===== src/rtl/txseq_pkg.sv =====
package txseq_pkg;

    typedef enum logic [1:0] {
        ST_IDLE   = 2'd0,
        ST_SETTLE = 2'd1,
        ST_ACTIVE = 2'd2,
        ST_HOLD   = 2'd3
    } seq_state_e;

    typedef struct packed {
        logic       hold;
        logic       enc;
        logic       bank;
        logic [1:0] freq;
    } tx_cmd_t;

    typedef struct packed {
        logic       fsk;
        logic [2:0] mask;
        logic [3:0] pwr;
    } bank_cfg_t;

    localparam int MOD_LSB   = 5;
    localparam int MASK_LSB  = 2;
    localparam int MASK_W    = 3;
    localparam int PWR_W     = 4;
    localparam int ENCMODE_W = 3;

    function automatic bank_cfg_t pick_bank(
        input logic       bank,
        input logic [7:0] txc,
        input logic [7:0] pasel,
        input logic [7:0] pout
    );
        bank_cfg_t r;
        r.fsk  = bank ? txc[MOD_LSB + 1] : txc[MOD_LSB];
        r.mask = bank ? pasel[MASK_LSB + MASK_W +: MASK_W] : pasel[MASK_LSB +: MASK_W];
        r.pwr  = bank ? pout[PWR_W +: PWR_W] : pout[0 +: PWR_W];
        return r;
    endfunction

endpackage


===== src/rtl/txseq_sync.sv =====
module txseq_sync #(
    parameter int LANES = 3
) (
    input  logic             clk,
    input  logic             rst,
    input  logic [LANES-1:0] din,
    output logic [LANES-1:0] lvl,
    output logic [LANES-1:0] rise,
    output logic [LANES-1:0] fall
);
    generate
        for (genvar i = 0; i < LANES; i++) begin : g_lane
            logic ff1, ff2, prev;
            always_ff @(posedge clk) begin
                if (rst) begin
                    ff1  <= 1'b0;
                    ff2  <= 1'b0;
                    prev <= 1'b0;
                end else begin
                    ff1  <= din[i];
                    ff2  <= ff1;
                    prev <= ff2;
                end
            end
            assign lvl[i]  = ff2;
            assign rise[i] = ff2 & ~prev;
            assign fall[i] = ~ff2 & prev;
        end
    endgenerate
endmodule


===== src/rtl/txseq_fsm.sv =====
module txseq_fsm
    import txseq_pkg::*;
#(
    parameter int SETTLE_CYC = 1300,
    parameter int HOLD_CYC   = 65536
) (
    input  logic    clk,
    input  logic    rst,
    input  logic    cmd_valid,
    input  tx_cmd_t cmd_in,
    input  logic    en_fall,
    input  logic    sclk_lvl,
    input  logic    sclk_rise,
    input  logic    sdio_lvl,
    output logic    pll_en,
    output logic    pa_en,
    output logic    tx_bit,
    output logic    session,
    output tx_cmd_t cmd_q
);
    localparam int SW = $clog2(SETTLE_CYC + 1);
    localparam int HW = (HOLD_CYC > 1) ? $clog2(HOLD_CYC) : 1;
    localparam logic [SW-1:0] SETTLE_DONE = SW'(SETTLE_CYC);
    localparam logic [HW-1:0] HOLD_LAST   = HW'(HOLD_CYC - 1);

    seq_state_e    st_q;
    logic [SW-1:0] settle_cnt;
    logic [HW-1:0] hold_tmr;
    logic          held_bit;
    logic          settle_done;

    assign settle_done = (settle_cnt >= SETTLE_DONE);

    always_ff @(posedge clk) begin
        if (rst) begin
            st_q       <= ST_IDLE;
            settle_cnt <= '0;
            hold_tmr   <= '0;
            held_bit   <= 1'b0;
            cmd_q      <= '0;
        end else if (cmd_valid) begin
            st_q       <= ST_SETTLE;
            settle_cnt <= '0;
            hold_tmr   <= '0;
            cmd_q      <= cmd_in;
        end else begin
            case (st_q)
                ST_SETTLE: begin
                    if (!sclk_lvl) begin
                        if (!settle_done) settle_cnt <= settle_cnt + 1'b1;
                    end else if (sclk_rise && settle_done) begin
                        st_q <= ST_ACTIVE;
                    end else begin
                        settle_cnt <= '0;
                    end
                end
                ST_ACTIVE: begin
                    if (en_fall) begin
                        if (cmd_q.hold) begin
                            st_q     <= ST_HOLD;
                            held_bit <= sdio_lvl;
                            hold_tmr <= '0;
                        end else begin
                            st_q <= ST_IDLE;
                        end
                    end
                end
                ST_HOLD: begin
                    if (hold_tmr == HOLD_LAST) begin
                        st_q <= ST_IDLE;
                    end else begin
                        hold_tmr <= hold_tmr + 1'b1;
                    end
                end
                default: ;
            endcase
        end
    end

    always_comb begin
        pll_en  = (st_q != ST_IDLE);
        session = (st_q != ST_IDLE);
        pa_en   = (st_q == ST_ACTIVE) || (st_q == ST_HOLD);
        case (st_q)
            ST_ACTIVE: tx_bit = sdio_lvl;
            ST_HOLD:   tx_bit = held_bit;
            default:   tx_bit = 1'b0;
        endcase
    end

    // amplifier on only with synthesizer on
    a_r2_pa_needs_pll: assert property (@(posedge clk) disable iff (rst)
        pa_en |-> pll_en);

    // early rising edge ignored, low-time count restarted
    a_r3_early_rise: assert property (@(posedge clk) disable iff (rst)
        (st_q == ST_SETTLE && sclk_rise && !settle_done && !cmd_valid)
        |=> (st_q == ST_SETTLE && settle_cnt == '0));

    // enable fall without hold ends the session
    a_r5_stop_on_en: assert property (@(posedge clk) disable iff (rst)
        (st_q == ST_ACTIVE && en_fall && !cmd_q.hold && !cmd_valid)
        |=> (!pa_en && !pll_en));

    // frozen data bit stays put during hold
    a_r6_hold_steady: assert property (@(posedge clk) disable iff (rst)
        (st_q == ST_HOLD && hold_tmr != HOLD_LAST && !cmd_valid)
        |=> (tx_bit == $past(tx_bit)));

    // hold timeout shuts both enables
    a_r7_timeout_off: assert property (@(posedge clk) disable iff (rst)
        (st_q == ST_HOLD && hold_tmr == HOLD_LAST && !cmd_valid)
        |=> (!pa_en && !pll_en));

    // command in hold drops amplifier, restarts settling
    a_r8_restart: assert property (@(posedge clk) disable iff (rst)
        (st_q == ST_HOLD && cmd_valid) |=> (!pa_en && pll_en && hold_tmr == '0));
endmodule


===== src/rtl/txseq_bank_sel.sv =====
module txseq_bank_sel
    import txseq_pkg::*;
(
    input  tx_cmd_t                cmd_q,
    input  logic                   session,
    input  logic [7:0]             cfg_txc,
    input  logic [7:0]             cfg_pasel,
    input  logic [7:0]             cfg_pout,
    output logic                   mod_fsk,
    output logic [MASK_W-1:0]      pa_mask,
    output logic [PWR_W-1:0]       pa_pwr,
    output logic [1:0]             freq_set,
    output logic                   enc_en,
    output logic [ENCMODE_W-1:0]   enc_mode
);
    bank_cfg_t sel;

    always_comb begin
        sel = pick_bank(cmd_q.bank, cfg_txc, cfg_pasel, cfg_pout);
        if (!session) sel = '0;
        mod_fsk  = sel.fsk;
        pa_mask  = sel.mask;
        pa_pwr   = sel.pwr;
        freq_set = session ? cmd_q.freq : 2'd0;
        enc_en   = session & cmd_q.enc;
        enc_mode = enc_en ? cfg_txc[ENCMODE_W-1:0] : '0;
    end

    // mode only presented with encoder enabled
    always_comb begin
        a_r10_mode_gated: assert (enc_en || enc_mode == '0);
    end
endmodule


===== src/rtl/txseq_top.sv =====
module txseq_top
    import txseq_pkg::*;
#(
    parameter int SETTLE_CYC = 1300,
    parameter int HOLD_CYC   = 65536
) (
    input  logic       clk,
    input  logic       rst,
    input  logic       cmd_valid,
    input  logic       cmd_hold,
    input  logic       cmd_enc,
    input  logic       cmd_bank,
    input  logic [1:0] cmd_freq,
    input  logic       en_pin,
    input  logic       sclk_pin,
    input  logic       sdio_pin,
    input  logic [7:0] cfg_txc,
    input  logic [7:0] cfg_pasel,
    input  logic [7:0] cfg_pout,
    output logic       pll_en,
    output logic       pa_en,
    output logic       tx_bit,
    output logic       mod_fsk,
    output logic [2:0] pa_mask,
    output logic [3:0] pa_pwr,
    output logic [1:0] freq_set,
    output logic       enc_en,
    output logic [2:0] enc_mode
);
    localparam int LN_EN   = 0;
    localparam int LN_SCLK = 1;
    localparam int LN_SDIO = 2;

    logic [2:0] pin_lvl, pin_rise, pin_fall;
    tx_cmd_t    cmd_in, cmd_q;
    logic       session;

    assign cmd_in = '{hold: cmd_hold, enc: cmd_enc, bank: cmd_bank, freq: cmd_freq};

    txseq_sync #(.LANES(3)) u_sync (
        .clk  (clk),
        .rst  (rst),
        .din  ({sdio_pin, sclk_pin, en_pin}),
        .lvl  (pin_lvl),
        .rise (pin_rise),
        .fall (pin_fall)
    );

    txseq_fsm #(.SETTLE_CYC(SETTLE_CYC), .HOLD_CYC(HOLD_CYC)) u_fsm (
        .clk       (clk),
        .rst       (rst),
        .cmd_valid (cmd_valid),
        .cmd_in    (cmd_in),
        .en_fall   (pin_fall[LN_EN]),
        .sclk_lvl  (pin_lvl[LN_SCLK]),
        .sclk_rise (pin_rise[LN_SCLK]),
        .sdio_lvl  (pin_lvl[LN_SDIO]),
        .pll_en    (pll_en),
        .pa_en     (pa_en),
        .tx_bit    (tx_bit),
        .session   (session),
        .cmd_q     (cmd_q)
    );

    txseq_bank_sel u_bank (
        .cmd_q     (cmd_q),
        .session   (session),
        .cfg_txc   (cfg_txc),
        .cfg_pasel (cfg_pasel),
        .cfg_pout  (cfg_pout),
        .mod_fsk   (mod_fsk),
        .pa_mask   (pa_mask),
        .pa_pwr    (pa_pwr),
        .freq_set  (freq_set),
        .enc_en    (enc_en),
        .enc_mode  (enc_mode)
    );

    logic unused_pins;
    assign unused_pins = ^{pin_rise[LN_EN], pin_rise[LN_SDIO], pin_fall[LN_SCLK],
                           pin_fall[LN_SDIO], pin_lvl[LN_EN]};
endmodule


===== config.mk =====
export PLATFORM = sky130hd
export DESIGN_NAME = txseq_top
export DESIGN_NICKNAME = d
export VERILOG_FILES = /design/src/rtl/txseq_pkg.sv /design/src/rtl/txseq_sync.sv /design/src/rtl/txseq_fsm.sv /design/src/rtl/txseq_bank_sel.sv /design/src/rtl/txseq_top.sv
export SDC_FILE = /design/constraint.sdc
export NUM_CORES = 1
export LEC_CHECK = 0
export ABC_CLOCK_PERIOD_IN_PS = 5600
export BUFFER_PORTS_ARGS = -buffer_cell sky130_fd_sc_hd__buf_2
export CELL_PAD_IN_SITES_DETAIL_PLACEMENT = 1
export CELL_PAD_IN_SITES_GLOBAL_PLACEMENT = 2
export CORE_MARGIN = 2
export CORE_UTILIZATION = 30
export CTS_BUF_LIST = sky130_fd_sc_hd__clkbuf_8 sky130_fd_sc_hd__clkbuf_16
export DETAILED_ROUTE_END_ITERATION = 7
export PLACE_DENSITY = 0.85
export SLEW_MARGIN = 20
export SYNTH_ARGS = -nofsm -noshare
export SYNTH_HDL_FRONTEND = slang
export SYNTH_SLANG_ARGS = --single-unit

===== constraint.sdc =====
create_clock -name clk -period 5.6 [get_ports clk]
set_input_delay 0.28 -clock clk [delete_from_list [all_inputs] [get_ports clk]]
set_output_delay 0.28 -clock clk [all_outputs]
set_load 0.1 [all_outputs]

==> reports/metrics.yaml <==
endpoint: "u_fsm.hold_tmr[14]$_SDFFE_PP0P_"
p_leak_nw: 1.04
reg2reg_slack_ns: 3.27
timing.final.ws_setup_ns: 3.27
ys_ff_latch: 43
grt_overflow_total: 0
core-area_um2: 7330
port_buffers: 46
post-cts-setup-buffer-count: 0
die_x_um: 91.3
syn_avg_cell_area_um2: 8.47
r2r_start: "u_fsm.st_q[0]$_SDFFE_PP0P_"
pwr-share-seq_pct: 44.1
status: "complete, no violations"
post_cts_resized: 0
internal-power_w: 0.000444
endpoint_kind: "register"
multi_input_area_um2: 1350
min_path_type: "primary input to register"
diodes: 0
via_per_inst: 5.01
finalMaxSlewViolations: 0
cts_root_buf: "clkbuf_8"
p_clk_share_pct: 27.5
clk_path_buf_depth: 2
synthToLayoutAreaGrowth_pct: 18.2
vdd_drop_max_v: 0.000126
layout-drive-gt1-share_pct: 20.2
wire_per_inst_um: 12.8
ys_top_cells_by_count: "dfxtp_1 (43), nor2_1 (31), nand2_1 (20)"
setup_viol: 0
initial_core_util_pct: 31.2
netlist_area_um2: 2290
cts_hold_buffers: 0
synth_edf_count: 0
pwr-share-comb_pct: 28.4
h-tree-depth: 2
swShare_pct: 38.9
post-route-period-util_pct: 41.6
fill_cells: 899
drt-initial-drc-count: 64
num_rows: 31
drt-total-wl_um: 5320
nNetsFinal: 358
grt_pass1_vias: 2058
cts_tree: "done"
synth_top_area_cell: "dfxtp_1"
synth_largest_type_area_fraction_pct: 37.7
syn_inst: 270
power.switching_w: 0.000283
antenna_found_initial: 0
clk_pin_slew_worst_paths_ns: 0.09
fin_util_pct: 36.9
grt_pass1_wl_um: 9120
track_usage_pct: 13.2
slew_headroom_pct: 57.9
crit_path_start_kind: "register"
rsz0062_at_grt: "false"
synth_area_leaders: "dfxtp_1 (38%), mux2i_1 (5.7%), nor2_1 (5.1%)"
postRouteAntennaNets: 0
min_from: "sclk_pin"
worst_ep_arrival_time_ns: 2.57
startpoint: "u_fsm.st_q[0]$_SDFFE_PP0P_"
final-hold-violation-count: 0
regArea_um2: 861
ios: 52
yosysMostFrequentCell: "dfxtp_1"
yosysUniqueCellTypes: 45
syn_nets: 312
synthArstFlopShare_pct: 0
ys_seq_area_share_pct: 37.7
die_area_um2: 8330
yosysWarningCount: 0
finClkSkew_ns: 0.00973
first_pass_iters: 4
setup_tns_ns: 0
place_ws_ns: 3.30
clock_latency_ns: 0.30
grt_max_degree: 19
reg2reg_depth: 7
timing.final.crit_period_ns: 2.33
gp_congestion: 0.741
fmaxAchievable_mhz: 429
vias: 2083
ys.flop_type: "dfxtp_1"
cellPowerDensity_nw_per_um2: 269
cp_max_fo: 7
drv_cap: 0
worst_pin_slew_ns: 0.627
cts_buffers: 5
r2r_end: "u_fsm.hold_tmr[14]$_SDFFE_PP0P_"
hpwl_um: 4040
worstPathRequired_ns: 5.84
drc: 0
path_class: "register to register"
cts_sinks: 43
dieHeight_um: 91.3
[cell type report]
class	instances	share of cell area, %
multi-input combinational	208	50.1
tap	99	4.58
sequential	43	31.9
inverter	11	1.53
timing repair buffer	47	8.80
clock buffer	5	2.55
clock inverter	3	0.602
[how the worst min path moves through the flow]
stage                                      endpoint  slack (ns)  depth (start not counted)
floorplan           u_sync.g_lane[0].ff1$_SDFF_PP0_        0.41                          1
global placement    u_sync.g_lane[1].ff2$_SDFF_PP0_        0.42                          1
detailed placement  u_sync.g_lane[2].ff2$_SDFF_PP0_        0.43                          1
CTS                 u_sync.g_lane[1].ff1$_SDFF_PP0_        0.18                          2
global route        u_sync.g_lane[1].ff1$_SDFF_PP0_        0.19                          2
finish              u_sync.g_lane[1].ff1$_SDFF_PP0_        0.19                          2
[cell families after synthesis]
kind of cell    after synthesis  share of synthesized area, %
compound gates               63                          18.9
xor+xnor                      8                          3.07
fa+ha+maj                     7                          3.83
buf+inv                      19                          3.12
flops                        43                          37.7
mux                          14                          6.35
simple gates                116                          27.1
[flip-flops by register name (all words and copies together) (netlist names)]
register and cells:
u_sync.g_lane.prev 2, u_fsm.held_bit 1, u_fsm.hold_tmr 16, u_fsm.settle_cnt 11
u_sync.g_lane.ff2 3, u_sync.g_lane.ff1 3, u_fsm.st_q 2, u_fsm.cmd_q 5
[per-stage QoR]
stage               total power (W)  hold slack, ns  cells  cell area, um^2
global route               0.000762           0.191    416             2700
CTS                        0.000738           0.182    416             2700
global placement           0.000534           0.417    408             2620
detailed placement         0.000537           0.426    408             2620
finish                     0.000727           0.189    416             2700
floorplan                  0.000497           0.408    270             2290
[metal layers]
layer  global-route usage, %  part of all wire, %  vias up
li1                        -                    -     1064
met1                    15.9                   47      959
met2                    23.1                   47       55
met3                    3.32                  5.1        5
met4                    3.79                  1.4        0
met5                       0                    0        -
[placed cells by master, fill, tap and decap left out, types with 8 or more instances in the layout]
cell type  instances
nand2_1           20
a21oi_1           19
nand3_1           12
o21ai_0           14
xor2_1             8
nor2_1            31
nor2b_1           11
buf_2             46
mux2i_1           13
or3_1             10
inv_1             12
dfxtp_1           43
[power groups by stage]
stage,combinational [W],sequential (W),clock (W)
3_5_place_dp,0.000209,0.000328,0
3_3_place_gp,0.000207,0.000328,0
2_1_floorplan,0.000172,0.000325,0
6_report,0.000207,0.000321,0.000200
4_1_cts,0.000209,0.000321,0.000207
5_1_grt,0.000221,0.000322,0.000218
[critical path: stages (launching register included)]
cell and delay (ns):
dfxtp_1 0.35, inv_1 0.09, ha_1 0.33, nand4b_1 0.38, a21boi_1 0.35, o211ai_1 0.23, or3_1 0.39, a21oi_1 0.14
Note: power is estimated with default switching activity, not from simulation.
